`src/rtl/twin_hold_pkg.sv`:
```
package twin_hold_pkg;
  typedef enum logic {
    ACT_POWER_OFF = 1'b0,
    ACT_RESET     = 1'b1
  } action_e;
endpackage

```
`src/rtl/twin_hold_timer.sv`:
```
module twin_hold_timer #(
  parameter int CNT_W = 16
) (
  input  logic             clk,
  input  logic             rst,
  input  logic             pwr_btn_n,
  input  logic             sr_btn_n,
  input  logic             run_mode,
  input  logic [CNT_W-1:0] t_debounce,
  input  logic [CNT_W-1:0] t_int_min,
  input  logic [CNT_W-1:0] t_srd,
  output logic             fire
);
  localparam int SUM_W = CNT_W + 2;
  localparam logic [SUM_W-1:0] STEP = SUM_W'(1);

  logic [SUM_W-1:0] limit;
  logic [SUM_W-1:0] held;
  logic             locked;
  logic             both_low;
  logic             both_up;
  logic             qualify;

  always_comb begin
    limit    = SUM_W'(t_debounce) + SUM_W'(t_int_min) + SUM_W'(t_srd);
    both_low = !pwr_btn_n && !sr_btn_n;
    both_up  = pwr_btn_n && sr_btn_n;
    qualify  = both_low && run_mode && !locked;
    fire     = qualify && (held == limit);
  end

  always_ff @(posedge clk) begin
    if (rst) begin
      held   <= '0;
      locked <= 1'b0;
    end else begin
      if (both_up) locked <= 1'b0;
      if (!qualify) begin
        held <= '0;
      end else if (fire) begin
        held   <= '0;
        locked <= 1'b1;
      end else begin
        held <= held + STEP;
      end
    end
  end
endmodule

```
`src/rtl/twin_hold_action.sv`:
```
module twin_hold_action #(
  parameter int CNT_W = 16
) (
  input  logic             clk,
  input  logic             rst,
  input  logic             fire,
  input  logic             reset_mode,
  input  logic             hold_in,
  input  logic [CNT_W-1:0] t_recover,
  input  logic [CNT_W-1:0] t_blank,
  output logic             reset_pulse,
  output logic             power_off
);
  localparam logic [CNT_W-1:0] ONE = CNT_W'(1);

  logic [CNT_W-1:0] rec_left;
  logic [CNT_W-1:0] blank_left;
  logic             blank_on;
  logic             hold_seen;

  always_ff @(posedge clk) begin
    if (rst) begin
      reset_pulse <= 1'b0;
      power_off   <= 1'b0;
      rec_left    <= '0;
      blank_left  <= '0;
      blank_on    <= 1'b0;
      hold_seen   <= 1'b0;
    end else begin
      power_off <= 1'b0;
      if (fire && reset_mode) begin
        reset_pulse <= (t_recover != '0);
        rec_left    <= t_recover - ONE;
        blank_on    <= 1'b1;
        blank_left  <= t_blank;
        hold_seen   <= 1'b0;
      end else begin
        if (reset_pulse) begin
          if (rec_left == '0) reset_pulse <= 1'b0;
          else                rec_left    <= rec_left - ONE;
        end
        if (blank_on) begin
          if (hold_in) hold_seen <= 1'b1;
          if (blank_left == '0) begin
            blank_on <= 1'b0;
            if (!(hold_seen || hold_in)) power_off <= 1'b1;
          end else begin
            blank_left <= blank_left - ONE;
          end
        end
      end
      if (fire && !reset_mode) power_off <= 1'b1;
    end
  end
endmodule

```
`src/rtl/twin_hold_recovery.sv`:
```
module twin_hold_recovery
  import twin_hold_pkg::*;
#(
  parameter int CNT_W = 16
) (
  input  logic             clk,
  input  logic             rst,
  input  logic             pwr_btn_n,
  input  logic             sr_btn_n,
  input  logic             run_mode,
  input  logic             opt_reset,
  input  logic             hold_in,
  input  logic [CNT_W-1:0] t_debounce,
  input  logic [CNT_W-1:0] t_int_min,
  input  logic [CNT_W-1:0] t_srd,
  input  logic [CNT_W-1:0] t_recover,
  input  logic [CNT_W-1:0] t_blank,
  output logic             reset_pulse,
  output logic             power_off
);
  logic    fire;
  action_e act_sel;
  logic    reset_mode;

  always_comb begin
    act_sel    = action_e'(opt_reset);
    reset_mode = (act_sel == ACT_RESET);
  end

  twin_hold_timer #(.CNT_W(CNT_W)) u_timer (
    .clk        (clk),
    .rst        (rst),
    .pwr_btn_n  (pwr_btn_n),
    .sr_btn_n   (sr_btn_n),
    .run_mode   (run_mode),
    .t_debounce (t_debounce),
    .t_int_min  (t_int_min),
    .t_srd      (t_srd),
    .fire       (fire)
  );

  twin_hold_action #(.CNT_W(CNT_W)) u_action (
    .clk         (clk),
    .rst         (rst),
    .fire        (fire),
    .reset_mode  (reset_mode),
    .hold_in     (hold_in),
    .t_recover   (t_recover),
    .t_blank     (t_blank),
    .reset_pulse (reset_pulse),
    .power_off   (power_off)
  );
endmodule

```
`config.mk`:
```
export PLATFORM = sky130hd
export DESIGN_NAME = twin_hold_recovery
export DESIGN_NICKNAME = d
export VERILOG_FILES = /design/src/rtl/twin_hold_pkg.sv /design/src/rtl/twin_hold_timer.sv /design/src/rtl/twin_hold_action.sv /design/src/rtl/twin_hold_recovery.sv
export SDC_FILE = /design/constraint.sdc
export NUM_CORES = 1
export LEC_CHECK = 0
export ABC_AREA = 1
export BUFFER_PORTS_ARGS = -buffer_cell sky130_fd_sc_hd__buf_2
export CAP_MARGIN = 10
export CORE_ASPECT_RATIO = 0.8
export CORE_MARGIN = 10
export CORE_UTILIZATION = 25
export CTS_CLUSTER_SIZE = 8
export DETAILED_ROUTE_END_ITERATION = 8
export GPL_TIMING_DRIVEN = 0
export PLACE_DENSITY = 0.5
export RECOVER_POWER = 100
export SYNTH_ARGS = -nofsm -noshare
export SYNTH_HDL_FRONTEND = slang
export SYNTH_SLANG_ARGS = --single-unit
```
`constraint.sdc`:
```
create_clock -name clk -period 5.25 [get_ports clk]
set_input_delay 1.05 -clock clk [delete_from_list [all_inputs] [get_ports clk]]
set_output_delay 1.05 -clock clk [all_outputs]
set_load 0.01 [all_outputs]
```
After elaboration in Yosys (flattened, before gate mapping)
Cells that the tools add are included.
{"block": "word_totals", "register_bits": 55, "mem_bits_ro": 0, "in_bits": 87, "wordCells": 60, "output_inout_bits": 2, "latchBits": 0, "memories": 0, "mem_bits_rw": 0}
{"block": "classes", "n_mux": 20, "div": 0, "n_reduce_logical": 22, "n_mul": 0, "n_addsub": 6, "bitwise": 1, "shift": 0, "eq_ne": 3, "n_lt_le_gt_ge": 0}
{"operator": "16-bit two-way mux", "count": 6}
{"operator": "16-bit by 1-bit subtractor with 16-bit output (second input constant)", "count": 3}
{"operator": "16-bit zero test", "count": 2}
{"operator": "18-bit by 1-bit adder with 18-bit output (second input constant)", "count": 1}
{"operator": "18-bit by 16-bit adder with 18-bit output", "count": 1}
{"operator": "18-bit == test", "count": 1}
{"operator": "16-bit by 16-bit adder with 17-bit output", "count": 1}
{"operator": "16-bit nonzero test", "count": 1}
{"operator": "1-bit two-way mux", "count": 14}
{"operator": "1-bit logical AND", "count": 7}
{"operator": "2-bit AND reduction", "count": 3}
{"operator": "1-bit zero test", "count": 4}
{"operator": "2-bit by 1-bit inequality test with 1-bit output (second input constant)", "count": 2}
{"operator": "2-bit nonzero test", "count": 2}
{"operator": "3-bit OR reduction", "count": 1}
{"operator": "2-bit OR reduction", "count": 1}
{"operator": "1-bit logical OR", "count": 1}
{"operator": "1-bit NOT", "count": 1}

Longest topological paths before layout
{"block": "depth", "depth_word": 8, "depth_mapped": 41, "mapped_depth_nobuf": 41}

By module
Synthesis repeated with hierarchy kept, for this count alone.
{"block": "unflattened", "hier_cells": 834, "hier_area_um2": 5213.8}
{"mod": "twin_hold_action", "cells_each": 457, "instances": 1, "area_per_inst_um2": 2727.6, "seq_area_each_um2": 720.7}
{"mod": "twin_hold_timer", "cells_each": 377, "instances": 1, "area_per_inst_um2": 2486.1, "seq_area_each_um2": 380.4}

Worst setup path before layout
No wires, ideal clock.
{"block": "synth_timing", "path_type": "input-to-reg", "startpoint": "input t_debounce[4]", "endpoint": "register u_action.rec_left[14]", "stages": 34, "setup_ps": 109, "required_time_ps": 5141, "t_arrival_ps": 5114, "n_path_buf": 0, "slack_ps": 27, "path_cell_list": "ha_1 > inv_1 > nor3_1 > nand2_1 > o211ai_1 > a21oi_1 > o21bai_1 > nand3_1 > nand2_1 > a21oi_1 > o21bai_1 > nand2_1 > nand2_1 > a21oi_1 > xnor2_1 > ha_1 > nand2_1 > nor2_1 > and2_1 > a21oi_1 > nand2_1 > nand3_2 > nand3_2 > nor2_8 > nand4_4 > o21ai_2 > ha_1 > nand3_1 > nor3_1 > nand2_1 > nand2_1 > nand3_1 > nand2_1 > inv_1"}
{"block": "synth_between", "elab_chain_cells": 7, "word_cells_on_any_way": 9, "cone_classes": "add/sub (2); eq/ne (2); mux (1); reduce/logical (4)"}
{"item": "from (decl)", "line_no": "twin_hold_recovery.sv:13", "rtl": "input logic [CNT_W-1:0] t_debounce,"}
{"item": "16-bit by 16-bit adder with 17-bit output *", "line_no": "twin_hold_timer.sv:25", "rtl": "limit = SUM_W'(t_debounce) + SUM_W'(t_int_min) + SUM_W'(t_srd);"}
{"item": "18-bit by 16-bit adder with 18-bit output *", "line_no": "twin_hold_timer.sv:25"}
{"item": "18-bit == test *", "line_no": "twin_hold_timer.sv:29", "rtl": "fire = qualify && (held == limit);"}
{"item": "1-bit logical AND *", "line_no": "twin_hold_timer.sv:29"}
{"item": "1-bit logical AND *", "line_no": "twin_hold_action.sv:31", "rtl": "if (fire && reset_mode) begin"}
{"item": "2-bit by 1-bit inequality test with 1-bit output (no source line) or 2-bit nonzero test (tied branches)"}
{"item": "2-bit AND reduction (no source line)"}
{"item": "to (signal assigned)", "line_no": "twin_hold_action.sv:33", "rtl": "rec_left <= t_recover - ONE;"}
{"item": "to (signal assigned)", "line_no": "twin_hold_action.sv:40", "rtl": "else rec_left <= rec_left - ONE;"}
{"item": "to (decl)", "line_no": "twin_hold_action.sv:16", "rtl": "logic [CNT_W-1:0] rec_left;"}
Every way passes the cells marked *; elsewhere a longest branch is shown, timed or not.
A chain may end at the register's enable or synchronous reset.

Final worst setup path
{"block": "layout_timing", "startpoint": "input t_debounce[2]", "endpoint": "register u_action.rec_left[13]"}
The elaborated chain is that of the path after synthesis.

==> results.toml <==
[die]
start_util_pct = 25.22
die_y_um = 154.2
core_sq_mm = 0.02232
die_area_sq_mm = 0.02896
rows = 49
die_w_um = 187.8
io_pins = 89

[hold_path]
hp-class = "reg2reg"
min_to = "u_timer.locked$_SDFF_PP0_"
hold_depth = 2
min_from = "u_timer.locked$_SDFF_PP0_"

[timing]
finalHoldViolations = 0
slew_viol_final = 0
timing.slew.headroom_pct = 57.48
layout_min_cycle_time_ns = 5.298
setup_ws_ns = -0.04813
worst_pin_slew_ns = 0.6379
rsz0062_at_grt = "yes"
finClkSkew_ns = 0.008805
final-setup-viol-count = 2
fin_crit_sh_pct = 100.9
fmax_mhz = 188.7

[logic_synthesis]
netlist_top_cells_area = "dfxtp_1, nand2_1, inv_1, ha_1, nand3_1"
yosysTopAreaCell = "dfxtp_1"
ys.flop_type = "dfxtp_1"
synthArstFlopShare_pct = 0
synth_edf_count = 0
synth.avg_cell_area_sq_um = 5.995
synth-compound-area-share_pct = 10.56
synth_fa_ha_area_share_pct = 8.491
seq_area_frac_synth_pct = 19.56
yosysTopAreaCellShare_pct = 19.56
netlist_area_sq_mm = 0.005629
muxShareOfSynthArea_pct = 0
synth_cells = 939
synth-simple-area-share_pct = 43.65
ys_types = 47
synth-xor-area-share_pct = 7.024
synth_top_family_by_area = "simple AND/OR/NAND/NOR gates"
yosys_warnings = 0
synth.ff_latch_count = 55
synth_fp_nets = 1063

[power_and_ir_drop]
p_total_mw = 1.601
leakagePower_nw = 3.736
vdd_drop_max_uv = 127.8
power_density_mw_per_mm2 = 207.4

[worst_setup_path]
cpPeakStageDelay_ns = 0.39
crit_path_top_delay_cell = "ha_2"
arrival_ns = 5.50
cp.buffers_inverters = 7
reg2reg_to = "u_action.rec_left[7]$_SDFFE_PP0P_"
endpoint_kind = "flip-flop"
critPathKind = "in2reg"
critical_path_peak_fanout = 7
path_depth = 32
r2r_slack_ns = 2.41
cp-start-kind = "input pin"
worstRegToRegCells = 20
path_delay_family = "simple AND/OR/NAND/NOR gates"
cp.required_ns = 5.45
timing.rr.start = "u_timer.held[0]$_SDFF_PP0_"
crit_top_cell = "nand2_1"

[status]
violations = "negative setup slack"
status = "finished with violations"

[detailed_routing]
num_vias = 6248
wl_per_cell_um = 13.34
ant_nets = 0
drc = 0
drt_iter0_drc = 385
vias_per_cell = 4.498
drt_wl_total_mm = 18.53
drtPass1Iterations = 5

[global_route]
grt_start_max_net_pins = 20
antenna_found_initial = 4
grt_pass1_wl_mm = 28.95
grt_pass1_vias = 5888
grt.overflow.total = 0
grt_use_total_pct = 11.87

[cts]
path_clk_slew_ns = 0.08
numCtsBuffers = 5
root_buffer = "clkbuf_16"
clock_latency_ns = 0.30
cts_buffer_depth = 2
htree_levels = 2
holdBufCountCts = 0
cts_tree = "done"
clock-sinks = 55

[finish]
drive_above_1_share_pct = 27.10
n_fill_cell = 2445
nNetsFinal = 1204
post-route-util_pct = 34.60
syn2layout_area_growth_pct = 37.19
design_area_sq_mm = 0.007722

[place]
globalplace.congestion = 0.9014
post_dp_cell_area_sq_mm = 0.006447
dp_hpwl_mm = 14.16
port_buffers = 87
pre_cts_slack_ns = -0.9121

[flow_run]
maxCapViolations = 0
[repair_timing]
action	in CTS	in global routing
setup endpoints to repair	48	54
resized for setup	52	148
cloned	0	3
setup buffers	18	26
pin swaps	19	76
[layout by cell type (no fill, tap or decap), types with 8 or more instances in the layout]
cell type  synthesis  routed
buf_6              3      11
nor4_1            10       9
a31oi_1            9       9
nor2_2             7      10
dfxtp_1           55      55
a21oi_1           49      39
a21oi_2            1      11
o21ai_1            4      11
xnor2_1           18      18
buf_2              2      83
ha_4               0       8
nor3_1            11       9
nor2_4             1      15
o21ai_0           28      19
nand2_4            1      11
buf_4              0      36
ha_1              35      26
nor2_1           110      93
nand3_1           87      77
inv_2              8      12
nand2_2           12      40
xor2_1            24      24
nand2_1          254     215
inv_1            129     121
nand4_1           25      25
[cell usage after synthesis (5+ instances only)]
cell and number:
a31oi_1 9, nor3b_1 6, inv_2 8, nor2_1 110
dfxtp_1 55, nand2_1 254, nor3_1 11, nor2_2 7
nor4_1 10, inv_1 129, nand4_1 25, nand3_1 87
ha_1 35, nand2_2 12, clkbuf_1 9, xnor2_1 18
xor2_1 24, a21oi_1 49, o21bai_1 5, o21ai_0 28
[flip-flops by register name (all words and copies together), names as in the netlist]
signal and flops:
u_action.blank_left 16, u_timer.held 18, u_timer.locked 1, u_action.power_off 1, u_action.blank_on 1, u_action.hold_seen 1
u_action.rec_left 16, u_action.reset_pulse 1
[final cells by class]
| type | count | area [sq um] | share of cell area (%) |
|---|---|---|---|
| multi-input combinational | 731 | 4519 | 58.52 |
| sequential | 55 | 1101 | 14.26 |
| timing repair buffer | 133 | 879.6 | 11.39 |
| inverter | 139 | 536.8 | 6.951 |
| tap | 306 | 382.9 | 4.958 |
| buffer | 15 | 145.1 | 1.879 |
| clock buffer | 5 | 125.1 | 1.620 |
| clock inverter | 3 | 27.53 | 0.3564 |
| antenna | 2 | 5.005 | 0.06481 |
[stage by stage]
stage	cells	hold slack [ns]	setup TNS [ns]
final	1389	0.4795	-0.06217
after global routing	1387	0.5026	-4.057
after CTS	1358	0.4828	-0.01112
after detailed placement	1332	0.4714	-29.12
after global placement	1332	0.4690	-30.44
after floorplan	939	0.4433	0
[cells by family (layout without fill, tap and decap cells)]
family,after synthesis,after routing
AND/OR/NAND/NOR,543,544
AO/OA/AOI/OAI,107,107
flip-flops,55,55
XOR/XNOR,43,43
adder cells (fa/ha/maj),37,37
other,0,2
buffers and inverters,154,295
[worst min-delay path: cells and delay by family, from the launching register on]
family	cells	cell delay, ns
flops	1	0.31
simple gates	1	0.07
compound gates	1	0.06
[worst max path at each step]
stage,startpoint,end,slack [ns]
after floorplan,t_debounce[4],u_action.rec_left[14]$_SDFFE_PP0P_,0.03
after global placement,t_debounce[6],u_action.rec_left[12]$_SDFFE_PP0P_,-0.94
after detailed placement,t_debounce[6],u_timer.held[7]$_SDFF_PP0_,-0.91
after CTS,t_int_min[4],u_action.rec_left[14]$_SDFFE_PP0P_,-0.01
after global routing,t_debounce[2],u_action.rec_left[13]$_SDFFE_PP0P_,-0.33
final,t_debounce[2],u_action.rec_left[13]$_SDFFE_PP0P_,-0.05
[layer usage]
metal | track usage [%] | share of wire, % | vias to the layer above | routed length (um)
met5 | 0 | 0.038 | - | 7
met4 | 1.977 | 1.0 | 2 | 187
met3 | 1.798 | 4.5 | 18 | 839
met2 | 19.52 | 44 | 140 | 8167
met1 | 16.25 | 50 | 2757 | 9327
li1 | - | - | 3331 | -
[where the power goes]
group	total (mW)	switching, mW	internal, mW
Combinational	0.821	0.513	0.308
Clock	0.363	0.181	0.182
Sequential	0.417	0.000371	0.417
Total	1.60	0.694	0.907
Note: power is estimated with default switching activity, not from simulation.
